### src/rtl/spi_fifo_pkg.sv
package spi_fifo_pkg;
  localparam int LVL_W      = 4;
  localparam int EN_BIT     = 10;
  localparam int RXLVL_LSB  = 4;
  localparam int TXLVL_LSB  = 0;

  typedef struct packed {
    logic             en;
    logic [LVL_W-1:0] rx_lvl;
    logic [LVL_W-1:0] tx_lvl;
  } sfs_cfg_t;
endpackage

### src/rtl/sfs_fifo.sv
module sfs_fifo #(
  parameter int DW    = 16,
  parameter int DEPTH = 8,
  localparam int CW   = $clog2(DEPTH + 1),
  localparam int PW   = $clog2(DEPTH)
) (
  input  logic          clk,
  input  logic          rst,
  input  logic [CW-1:0] cap,
  input  logic          push,
  input  logic [DW-1:0] push_data,
  input  logic          pop,
  output logic [DW-1:0] head,
  output logic [CW-1:0] cnt,
  output logic          drop
);
  logic [DW-1:0] mem [DEPTH];
  logic [PW-1:0] wr_ptr, rd_ptr;
  logic          push_ok, pop_ok;

  assign drop    = push && (cnt >= cap);
  assign push_ok = push && !drop;
  assign pop_ok  = pop && (cnt != '0);
  assign head    = mem[rd_ptr];

  always_ff @(posedge clk) begin
    if (push_ok) mem[wr_ptr] <= push_data;
  end

  always_ff @(posedge clk) begin
    if (rst) begin
      wr_ptr <= '0;
      rd_ptr <= '0;
      cnt    <= '0;
    end else begin
      if (push_ok) wr_ptr <= wr_ptr + 1'b1;
      if (pop_ok)  rd_ptr <= rd_ptr + 1'b1;
      case ({push_ok, pop_ok})
        2'b10:   cnt <= cnt + 1'b1;
        2'b01:   cnt <= cnt - 1'b1;
        default: cnt <= cnt;
      endcase
    end
  end

  // occupancy never goes past the physical depth
  a_r4_cnt_bound: assert property (@(posedge clk) disable iff (rst)
    int'(cnt) <= DEPTH);
  // an accepted lone push grows the queue by exactly one
  a_r12_push_step: assert property (@(posedge clk) disable iff (rst)
    (push_ok && !pop_ok) |=> (cnt == $past(cnt) + 1'b1));
endmodule

### src/rtl/sfs_shifter.sv
module sfs_shifter #(
  parameter int DW = 16
) (
  input  logic          clk,
  input  logic          rst,
  input  logic          tx_avail,
  input  logic [DW-1:0] tx_head,
  input  logic          done,
  output logic          tx_take,
  output logic          rx_push,
  output logic          busy,
  output logic [DW-1:0] data
);
  assign tx_take = !busy && tx_avail;
  assign rx_push = busy && done;

  always_ff @(posedge clk) begin
    if (rst) begin
      busy <= 1'b0;
      data <= '0;
    end else if (rx_push) begin
      busy <= 1'b0;
    end else if (tx_take) begin
      busy <= 1'b1;
      data <= tx_head;
    end
  end

  // a completed word frees the shift register
  a_r7_done_frees: assert property (@(posedge clk) disable iff (rst)
    (busy && done) |=> !busy);
  // an idle register with queued data is loaded at the next edge
  a_r6_idle_loads: assert property (@(posedge clk) disable iff (rst)
    (!busy && tx_avail) |=> busy);
endmodule

### src/rtl/sfs_flags.sv
module sfs_flags #(
  parameter int CW    = 4,
  parameter int LVL_W = 4
) (
  input  logic             clk,
  input  logic             rst,
  input  logic             en,
  input  logic [LVL_W-1:0] rx_lvl,
  input  logic [LVL_W-1:0] tx_lvl,
  input  logic [CW-1:0]    tx_cnt,
  input  logic [CW-1:0]    rx_cnt,
  input  logic             busy,
  output logic             tx_buf_empty,
  output logic             tx_all_empty,
  output logic             rx_not_empty
);
  logic tbe_d, rne_d;

  always_comb begin
    if (en) begin
      tbe_d = int'(tx_cnt) <= int'(tx_lvl);
      rne_d = int'(rx_cnt) >= int'(rx_lvl);
    end else begin
      tbe_d = (tx_cnt == '0);
      rne_d = (rx_cnt != '0);
    end
  end

  always_ff @(posedge clk) begin
    if (rst) begin
      tx_buf_empty <= 1'b1;
      tx_all_empty <= 1'b1;
      rx_not_empty <= 1'b0;
    end else begin
      tx_buf_empty <= tbe_d;
      tx_all_empty <= (tx_cnt == '0) && !busy;
      rx_not_empty <= rne_d;
    end
  end

  // a fully drained transmit side is also an empty buffer in both modes
  a_r10_all_implies_buf: assert property (@(posedge clk) disable iff (rst)
    tx_all_empty |-> tx_buf_empty);
endmodule

### src/rtl/spi_fifo_status.sv
module spi_fifo_status
  import spi_fifo_pkg::*;
#(
  parameter int DW    = 16,
  parameter int DEPTH = 8,
  localparam int CW   = $clog2(DEPTH + 1)
) (
  input  logic             clk,
  input  logic             rst,
  input  logic             cfg_we,
  input  logic [31:0]      cfg_wdata,
  input  logic             tx_wr,
  input  logic [DW-1:0]    tx_wdata,
  input  logic             rx_rd,
  output logic [DW-1:0]    rx_rd_data,
  input  logic             shift_done,
  input  logic [DW-1:0]    shift_rx_data,
  output logic             sh_busy,
  output logic [DW-1:0]    sh_tx_data,
  output logic             cfg_fifo_en,
  output logic [LVL_W-1:0] cfg_rx_lvl,
  output logic [LVL_W-1:0] cfg_tx_lvl,
  output logic             tx_buf_empty,
  output logic             tx_all_empty,
  output logic             rx_not_empty,
  output logic             tx_overflow,
  output logic             rx_overrun
);
  sfs_cfg_t      cfg_q;
  logic [CW-1:0] cap, tx_cnt, rx_cnt;
  logic [DW-1:0] tx_head;
  logic          tx_take, rx_push, tx_drop, rx_drop;
  logic          unused_cfg_bits;

  assign unused_cfg_bits = ^{cfg_wdata[31:EN_BIT+1], cfg_wdata[EN_BIT-1:8]};
  assign cap = cfg_q.en ? CW'(DEPTH) : CW'(1);

  always_ff @(posedge clk) begin
    if (rst) begin
      cfg_q       <= '0;
      tx_overflow <= 1'b0;
      rx_overrun  <= 1'b0;
    end else begin
      if (cfg_we) begin
        cfg_q.rx_lvl <= cfg_wdata[RXLVL_LSB +: LVL_W];
        cfg_q.tx_lvl <= cfg_wdata[TXLVL_LSB +: LVL_W];
        if (!sh_busy) cfg_q.en <= cfg_wdata[EN_BIT];
      end
      if (tx_drop) tx_overflow <= 1'b1;
      if (rx_drop) rx_overrun  <= 1'b1;
    end
  end

  assign cfg_fifo_en = cfg_q.en;
  assign cfg_rx_lvl  = cfg_q.rx_lvl;
  assign cfg_tx_lvl  = cfg_q.tx_lvl;

  sfs_fifo #(.DW(DW), .DEPTH(DEPTH)) u_txq (
    .clk(clk), .rst(rst), .cap(cap),
    .push(tx_wr), .push_data(tx_wdata),
    .pop(tx_take), .head(tx_head), .cnt(tx_cnt), .drop(tx_drop)
  );

  sfs_shifter #(.DW(DW)) u_shift (
    .clk(clk), .rst(rst),
    .tx_avail(tx_cnt != '0), .tx_head(tx_head), .done(shift_done),
    .tx_take(tx_take), .rx_push(rx_push), .busy(sh_busy), .data(sh_tx_data)
  );

  sfs_fifo #(.DW(DW), .DEPTH(DEPTH)) u_rxq (
    .clk(clk), .rst(rst), .cap(cap),
    .push(rx_push), .push_data(shift_rx_data),
    .pop(rx_rd), .head(rx_rd_data), .cnt(rx_cnt), .drop(rx_drop)
  );

  sfs_flags #(.CW(CW), .LVL_W(LVL_W)) u_flags (
    .clk(clk), .rst(rst),
    .en(cfg_q.en), .rx_lvl(cfg_q.rx_lvl), .tx_lvl(cfg_q.tx_lvl),
    .tx_cnt(tx_cnt), .rx_cnt(rx_cnt), .busy(sh_busy),
    .tx_buf_empty(tx_buf_empty), .tx_all_empty(tx_all_empty),
    .rx_not_empty(rx_not_empty)
  );

  // mode bit frozen across writes during a transfer
  a_r3_en_locked: assert property (@(posedge clk) disable iff (rst)
    (cfg_we && sh_busy) |=> $stable(cfg_fifo_en));
  // transmit overflow indication is sticky
  a_r4_ovf_sticky: assert property (@(posedge clk) disable iff (rst)
    tx_overflow |=> tx_overflow);
  // receive overrun indication is sticky
  a_r5_ovr_sticky: assert property (@(posedge clk) disable iff (rst)
    rx_overrun |=> rx_overrun);
endmodule

### config.mk
export PLATFORM = sky130hd
export DESIGN_NAME = spi_fifo_status
export DESIGN_NICKNAME = d
export VERILOG_FILES = /design/src/rtl/spi_fifo_pkg.sv /design/src/rtl/sfs_fifo.sv /design/src/rtl/sfs_shifter.sv /design/src/rtl/sfs_flags.sv /design/src/rtl/spi_fifo_status.sv
export SDC_FILE = /design/constraint.sdc
export NUM_CORES = 1
export LEC_CHECK = 0
export BUFFER_PORTS_ARGS = -buffer_cell sky130_fd_sc_hd__buf_2
export CAP_MARGIN = 20
export CORE_MARGIN = 3
export CORE_UTILIZATION = 30
export DETAILED_ROUTE_END_ITERATION = 10
export SYNTH_ARGS = -nofsm -noshare
export SYNTH_HDL_FRONTEND = slang
export SYNTH_HIERARCHICAL = 1
export SYNTH_SLANG_ARGS = --single-unit
### constraint.sdc
create_clock -name clk -period 3.6 [get_ports clk]
set_input_delay 0.36 -clock clk [delete_from_list [all_inputs] [get_ports clk]]
set_output_delay 0.36 -clock clk [all_outputs]
set_load 0.01 [all_outputs]
Word level (Yosys, flattened, before mapping) --
Memory sizes are Yosys's and may differ from the RTL's. A register that Yosys moved wholly into a read port is not among the register bits. Cells that the tools add are included.
Cells by class: $add $sub $neg 8, $lt $le $gt $ge 4, eq/ne operators 4, mux-type cells 11, bitwise gates (word level) 2, reductions and logical operators 20
Operator list (number):
- 4-bit case mux with 2 select lines | 2
- 3-bit by 1-bit adder with 3-bit output, second input constant | 4
- 4-bit >= comparator | 3
- 1-bit logical AND | 9
- 4-bit by 1-bit adder with 4-bit output, second input constant | 2
- 4-bit nonzero test | 2
- 4-bit by 1-bit subtractor with 4-bit output, second input constant | 2
- 1-bit two-way mux | 6
- 3-bit two-way mux | 2
- 2-bit by 1-bit equality test with 1-bit output, second input constant | 2
- 2-bit equality test, second input constant | 2
- 4-bit less-or-equal comparator | 1
- 4-bit zero test | 1
- 4-bit two-way mux | 1
- 2-bit AND reduction | 2
- 2-bit nonzero test | 2
- 1-bit zero test | 3
- 1-bit inverter | 2
- 2-bit OR reduction | 1
Word-level totals: register bits after elaboration 35, memory bits (writable) 256, input port bits 70, memories kept 2
Memory list:
- u_rxq.mem | words 8, bits a word 16, rd ports 1, clocked after Yosys merged registers in 1, wr ports 1, line sfs_fifo.sv:17 | logic [DW-1:0] mem [DEPTH];
- u_txq.mem | words 8, bits a word 16, rd ports 1, clocked after Yosys merged registers in 1, wr ports 1, line sfs_fifo.sv:17

Longest topological paths before layout --
depth after elaboration 7, gate-level depth with buffers 13

Hierarchy --
Netlist, hierarchy kept.
Modules (own cells, without submodules):
- sfs_fifo at u_txq | times used 1, cells each 276, area an instance 5695.5 um2, seq. area each 4103.9 um2
- sfs_fifo at u_rxq | times used 1, cells each 275, area an instance 5690.5 um2, seq. area each 4103.9 um2
- sfs_shifter | times used 1, cells each 76, area an instance 818.3 um2, seq. area each 340.3 um2
- spi_fifo_status | times used 1, cells each 39, area an instance 401.6 um2, seq. area each 220.2 um2
- sfs_flags | times used 1, cells each 38, area an instance 310.3 um2, seq. area each 60.1 um2

Worst setup path before layout --
No wires, ideal clock.
path type reg2reg, start reg cfg_fifo_en (netlist name), end mem u_rxq.mem[5][0], enable pin, setup time 430 ps, arrival 3043 ps, required time 3170 ps, setup slack 127 ps, stages on the path, launching flop included 7, path buffers 0, clock period less this slack 3473 ps, cells stage by stage dfxtp_1 -> inv_1 -> ha_1 -> nand2b_1 -> a21o_1 -> a21bo_2 -> nor4_1
Between the ends: cells in the longest elaborated chain, start to end 7
Ends and longest elaborated chain:
- 4-bit two-way mux | line spi_fifo_status.sv:36 | assign cap = cfg_q.en ? CW'(DEPTH) : CW'(1);
- via cap[0] | line spi_fifo_status.sv:30 | logic [CW-1:0] cap, tx_cnt, rx_cnt;
- 4-bit >= comparator | line sfs_fifo.sv:21 | assign drop = push && (cnt >= cap);
- 1-bit logical AND | line sfs_fifo.sv:21
- 1-bit zero test | line sfs_fifo.sv:22 | assign push_ok = push && !drop;
- 1-bit logical AND | line sfs_fifo.sv:22
- 1-bit two-way mux | line sfs_fifo.sv:27 | if (push_ok) mem[wr_ptr] <= push_data;
- 1-bit two-way mux (implied by the code) | line sfs_fifo.sv:27
- end: declaration | line sfs_fifo.sv:17
The timed path passes the listed nets, and every way through them passes these cells.

Final worst setup path --
start reg cfg_fifo_en (netlist name), end reg u_txq.cnt[2]
Between the ends: cells in the longest elaborated chain, start to end 7
Ends and longest elaborated chain:
- 4-bit two-way mux * | line spi_fifo_status.sv:36
- via cap[0] | line spi_fifo_status.sv:30
- 4-bit >= comparator * | line sfs_fifo.sv:21
- 1-bit logical AND * | line sfs_fifo.sv:21
- 1-bit zero test * | line sfs_fifo.sv:22
- 1-bit logical AND * | line sfs_fifo.sv:22
- 2-bit by 1-bit equality test with 1-bit output / 2-bit equality test (equally long branches) | line sfs_fifo.sv:38 | case ({push_ok, pop_ok})
- 4-bit case mux with 2 select lines / 2-bit nonzero test (equally long branches)
- end signal: assignment | line sfs_fifo.sv:39 | 2'b10: cnt <= cnt + 1'b1;
- end signal: assignment | line sfs_fifo.sv:40 | 2'b01: cnt <= cnt - 1'b1;
- end signal: assignment | line sfs_fifo.sv:41 | default: cnt <= cnt;
- end: declaration | line sfs_fifo.sv:14 | output logic [CW-1:0] cnt,
Mark *: on every way through the listed nets, which the timed path passes. The rest lies on a longest branch. A chain may end at the register's enable or synchronous reset.

==> results.json <==
{
  "drt.antenna.violating_nets": 0,
  "slew_viol_final": 0,
  "fmax_ghz": 0.322,
  "rsz0062_at_grt": "no",
  "core_sq_um": 42200,
  "power.share.combinational_pct": 22.1,
  "die_area_sq_um": 45600,
  "pwr-share-clk_pct": 33.8,
  "cts.clk_slew.worst_paths_ns": 0.06,
  "wire_per_inst_microns": 18.7,
  "maxSlewHeadroom_pct": 34.4,
  "io_buffers": 93,
  "place_congestion": 0.712,
  "worstPathArrival_ns": 3.57,
  "cts_root_buffer": "clkbuf_16",
  "initial_utilization_pct": 30.6,
  "cp-end-kind": "flop",
  "hpwlAfterDp_microns": 15100,
  "yosysMostFrequentCell": "edfxtp_1",
  "cp_max_fo": 8,
  "cts_setup_buffers": 0,
  "wl_microns": 26200,
  "ctsLongestPathBuffers": 3,
  "die_w_microns": 213,
  "finalPower_mw": 10.4,
  "drc_errors": 0,
  "cts_htree_levels": 2,
  "fin_crit_ns": 3.11,
  "synth_seq_cells": 313,
  "synthFlopType": "edfxtp_1",
  "ys.warnings.count": 6,
  "finalNetCount": 928,
  "drive_gt1_share_pct": 29.7,
  "die_h_microns": 213,
  "p_int_mw": 7.48,
  "num_vias": 6618,
  "multi_input_area_sq_um": 3870,
  "syn-cell-area_sq_um": 12900,
  "finClkSkew_ns": 0.0163,
  "yosysTopAreaCell": "edfxtp_1",
  "seq_power_share_pct": 44.1,
  "grt_pass1_wl_microns": 39600,
  "rows": 75,
  "drtIter0Drc": 392,
  "syn_avg_cell_area_sq_um": 18.3,
  "grt_usage_pct": 11.5,
  "hp-class": "primary input to flop",
  "fin_crit_sh_pct": 86.4,
  "ys_top_cells_by_count": "edfxtp_1 (256), dfxtp_1 (57), mux4_1 (50)",
  "via_per_inst": 4.73,
  "async_reset_ff_share_pct": 0,
  "maxCapViolCount": 0,
  "path_class": "flop to flop",
  "grt_pass1_vias": 6801,
  "seq_area_sq_um": 8830,
  "critPathRequiredTime_ns": 4.06,
  "syn2layout_area_growth_pct": 18.2,
  "slowest_stage": "dfxtp_1",
  "power.density_nw_per_um2": 680,
  "worstMarginPinSlew_ns": 0.983,
  "tns_ns": 0,
  "synth.top_cells.by_area": "edfxtp_1 (60%), mux4_1 (10%), dfxtp_1 (8.8%), mux2_2 (3.3%), ha_1 (2.5%)",
  "report.final.setup_viol": 0,
  "synth_seq_area_share_pct": 68.4,
  "power.leakage_nw": 5.32,
  "status": "complete, no violations",
  "cts_repair_resize_count": 0,
  "antenna_found_initial": 6,
  "yosysUniqueCellTypes": 50,
  "synth_edf_count": 256,
  "irDropWorstVdd_v": 0.000435,
  "startpoint_type": "flop",
  "crit_chain": "inv_1, ha_1, nand2b_1, a21o_1, a21oi_1, inv_1, ha_1, xor2_1, ha_1, a21oi_1, xor2_1, or3_1, a21oi_1",
  "grt_max_degree": 79,
  "clk_latency_ns": 0.54,
  "dr.pass1.iters": 5,
  "hold_violations": 0,
  "p_switching_mw": 2.89,
  "cts_tree": "built",
  "cts_buffers": 35,
  "synthCells": 704,
  "overflow": 0,
  "swShare_pct": 27.9,
  "io_pins": 117,
  "hold_buffers": 0,
  "nFillCells": 3952,
  "synth.top_cell.area_share_pct": 59.5,
  "clock_sinks": 313,
  "critPathMaxStageDelay_ns": 0.49
}
-- layout by cell type (no fill, tap or decap), types with 10 or more instances in the layout --
cell,n
mux4_2,14
nand4bb_1,17
a21oi_1,12
o21ai_0,10
mux2i_1,14
ha_1,26
nor2_1,35
buf_4,25
nand2b_1,24
clkbuf_16,36
edfxtp_1,256
dfxtp_1,54
inv_1,23
nor2b_1,10
buf_2,93
mux4_1,50
mux2_2,38
-- path summary, 6_finish.rpt --
path / startpoint / cells past startpoint / slack [ns] / endpoint
hold reg to reg: u_shift/data[10] / 2 / 0.46 / u_shift/data[10]
setup / recovery: cfg_fifo_en / 13 / 0.49 / u_txq/cnt[2]
hold / removal: cfg_wdata[1] / 3 / 0.07 / cfg_tx_lvl[1]
setup reg to reg: cfg_fifo_en / 13 / 0.49 / u_txq/cnt[2]
-- per-layer routing --
layer / GRT usage, % / vias up / routed length [microns]
met5: 0 / - / 41
met4: 4.24 / 8 / 648
met3: 2.98 / 51 / 1300
met2: 19.9 / 121 / 13100
met1: 13.9 / 3352 / 11100
li1: - / 3086 / -
-- worst max-delay path: cells and delay by family (launching register included) --
kind	cells	cell delay [ns]
buffers and inverters	2	0.25
DFF	1	0.49
and+or+nand+nor	2	0.44
AOI/OAI and AO/OA	4	0.84
adders and majority gates	3	0.77
xor gates and xnor gates	2	0.27
-- area by class of cell --
class,instances,share of cell area [%]
Inverter,23,0.566
Sequential cell,313,57.9
Antenna cell,2,0.0328
Tap cell,539,4.42
Clock inverter,20,1.15
Clock buffer,44,6.36
Timing Repair Buffer,118,4.28
Multi-Input combinational cell,341,25.3
-- sequential cells by signal (all words and copies together) (netlist names), named ones only --
register              flops
rx_overrun                1
u_rxq/rd_ptr              3
u_flags/tx_buf_empty      1
cfg_tx_lvl                4
u_rxq/cnt                 4
tx_overflow               1
u_flags/tx_all_empty      1
u_rxq/mem               128
u_shift/data             16
u_flags/rx_not_empty      1
u_txq/cnt                 4
u_rxq/wr_ptr              3
u_txq/rd_ptr              3
cfg_fifo_en               1
u_shift/busy              1
cfg_rx_lvl                4
u_txq/wr_ptr              3
u_txq/mem               128
-- stage by stage --
| step | cell area (sq um) | utilization (%) | hold WS [ns] | worst slack (ns) | cells |
|---|---|---|---|---|---|
| floorplan | 12900 | - | 0.439 | 0.127 | 707 |
| CTS | 15300 | 36.1 | 0.0317 | 0.454 | 1398 |
| global route | 15300 | 36.1 | 0.0653 | 0.247 | 1399 |
| detailed placement | 14100 | 33.4 | 0.453 | 0.484 | 1334 |
| global placement | 14100 | 33.4 | 0.456 | 0.515 | 1334 |
| finish | 15300 | 36.1 | 0.0678 | 0.490 | 1400 |
-- power by group through the flow --
stage                     Sequential (mW)  Clock, mW  Combinational, mW
after floorplan                      4.56          0               1.73
after global placement               4.65          0               2.29
after detailed placement             4.66          0               2.33
after CTS                            4.59       3.62               2.34
after global routing                 4.63       3.76               2.53
final                                4.58       3.51               2.29
-- cells by family (layout without fill, tap and decap cells) --
logic type	count (synthesis)	after routing	share of synthesized area (%)
xor+xnor	10	10	0.678
other cells	1	6	0.0290
flops	313	313	68.4
fa+ha+maj	26	26	2.52
compound gates	51	51	2.78
simple gates	134	134	6.34
mux	116	116	17.0
buf+inv	53	205	2.30
No activity file was read; power rests on OpenSTA's default activity.
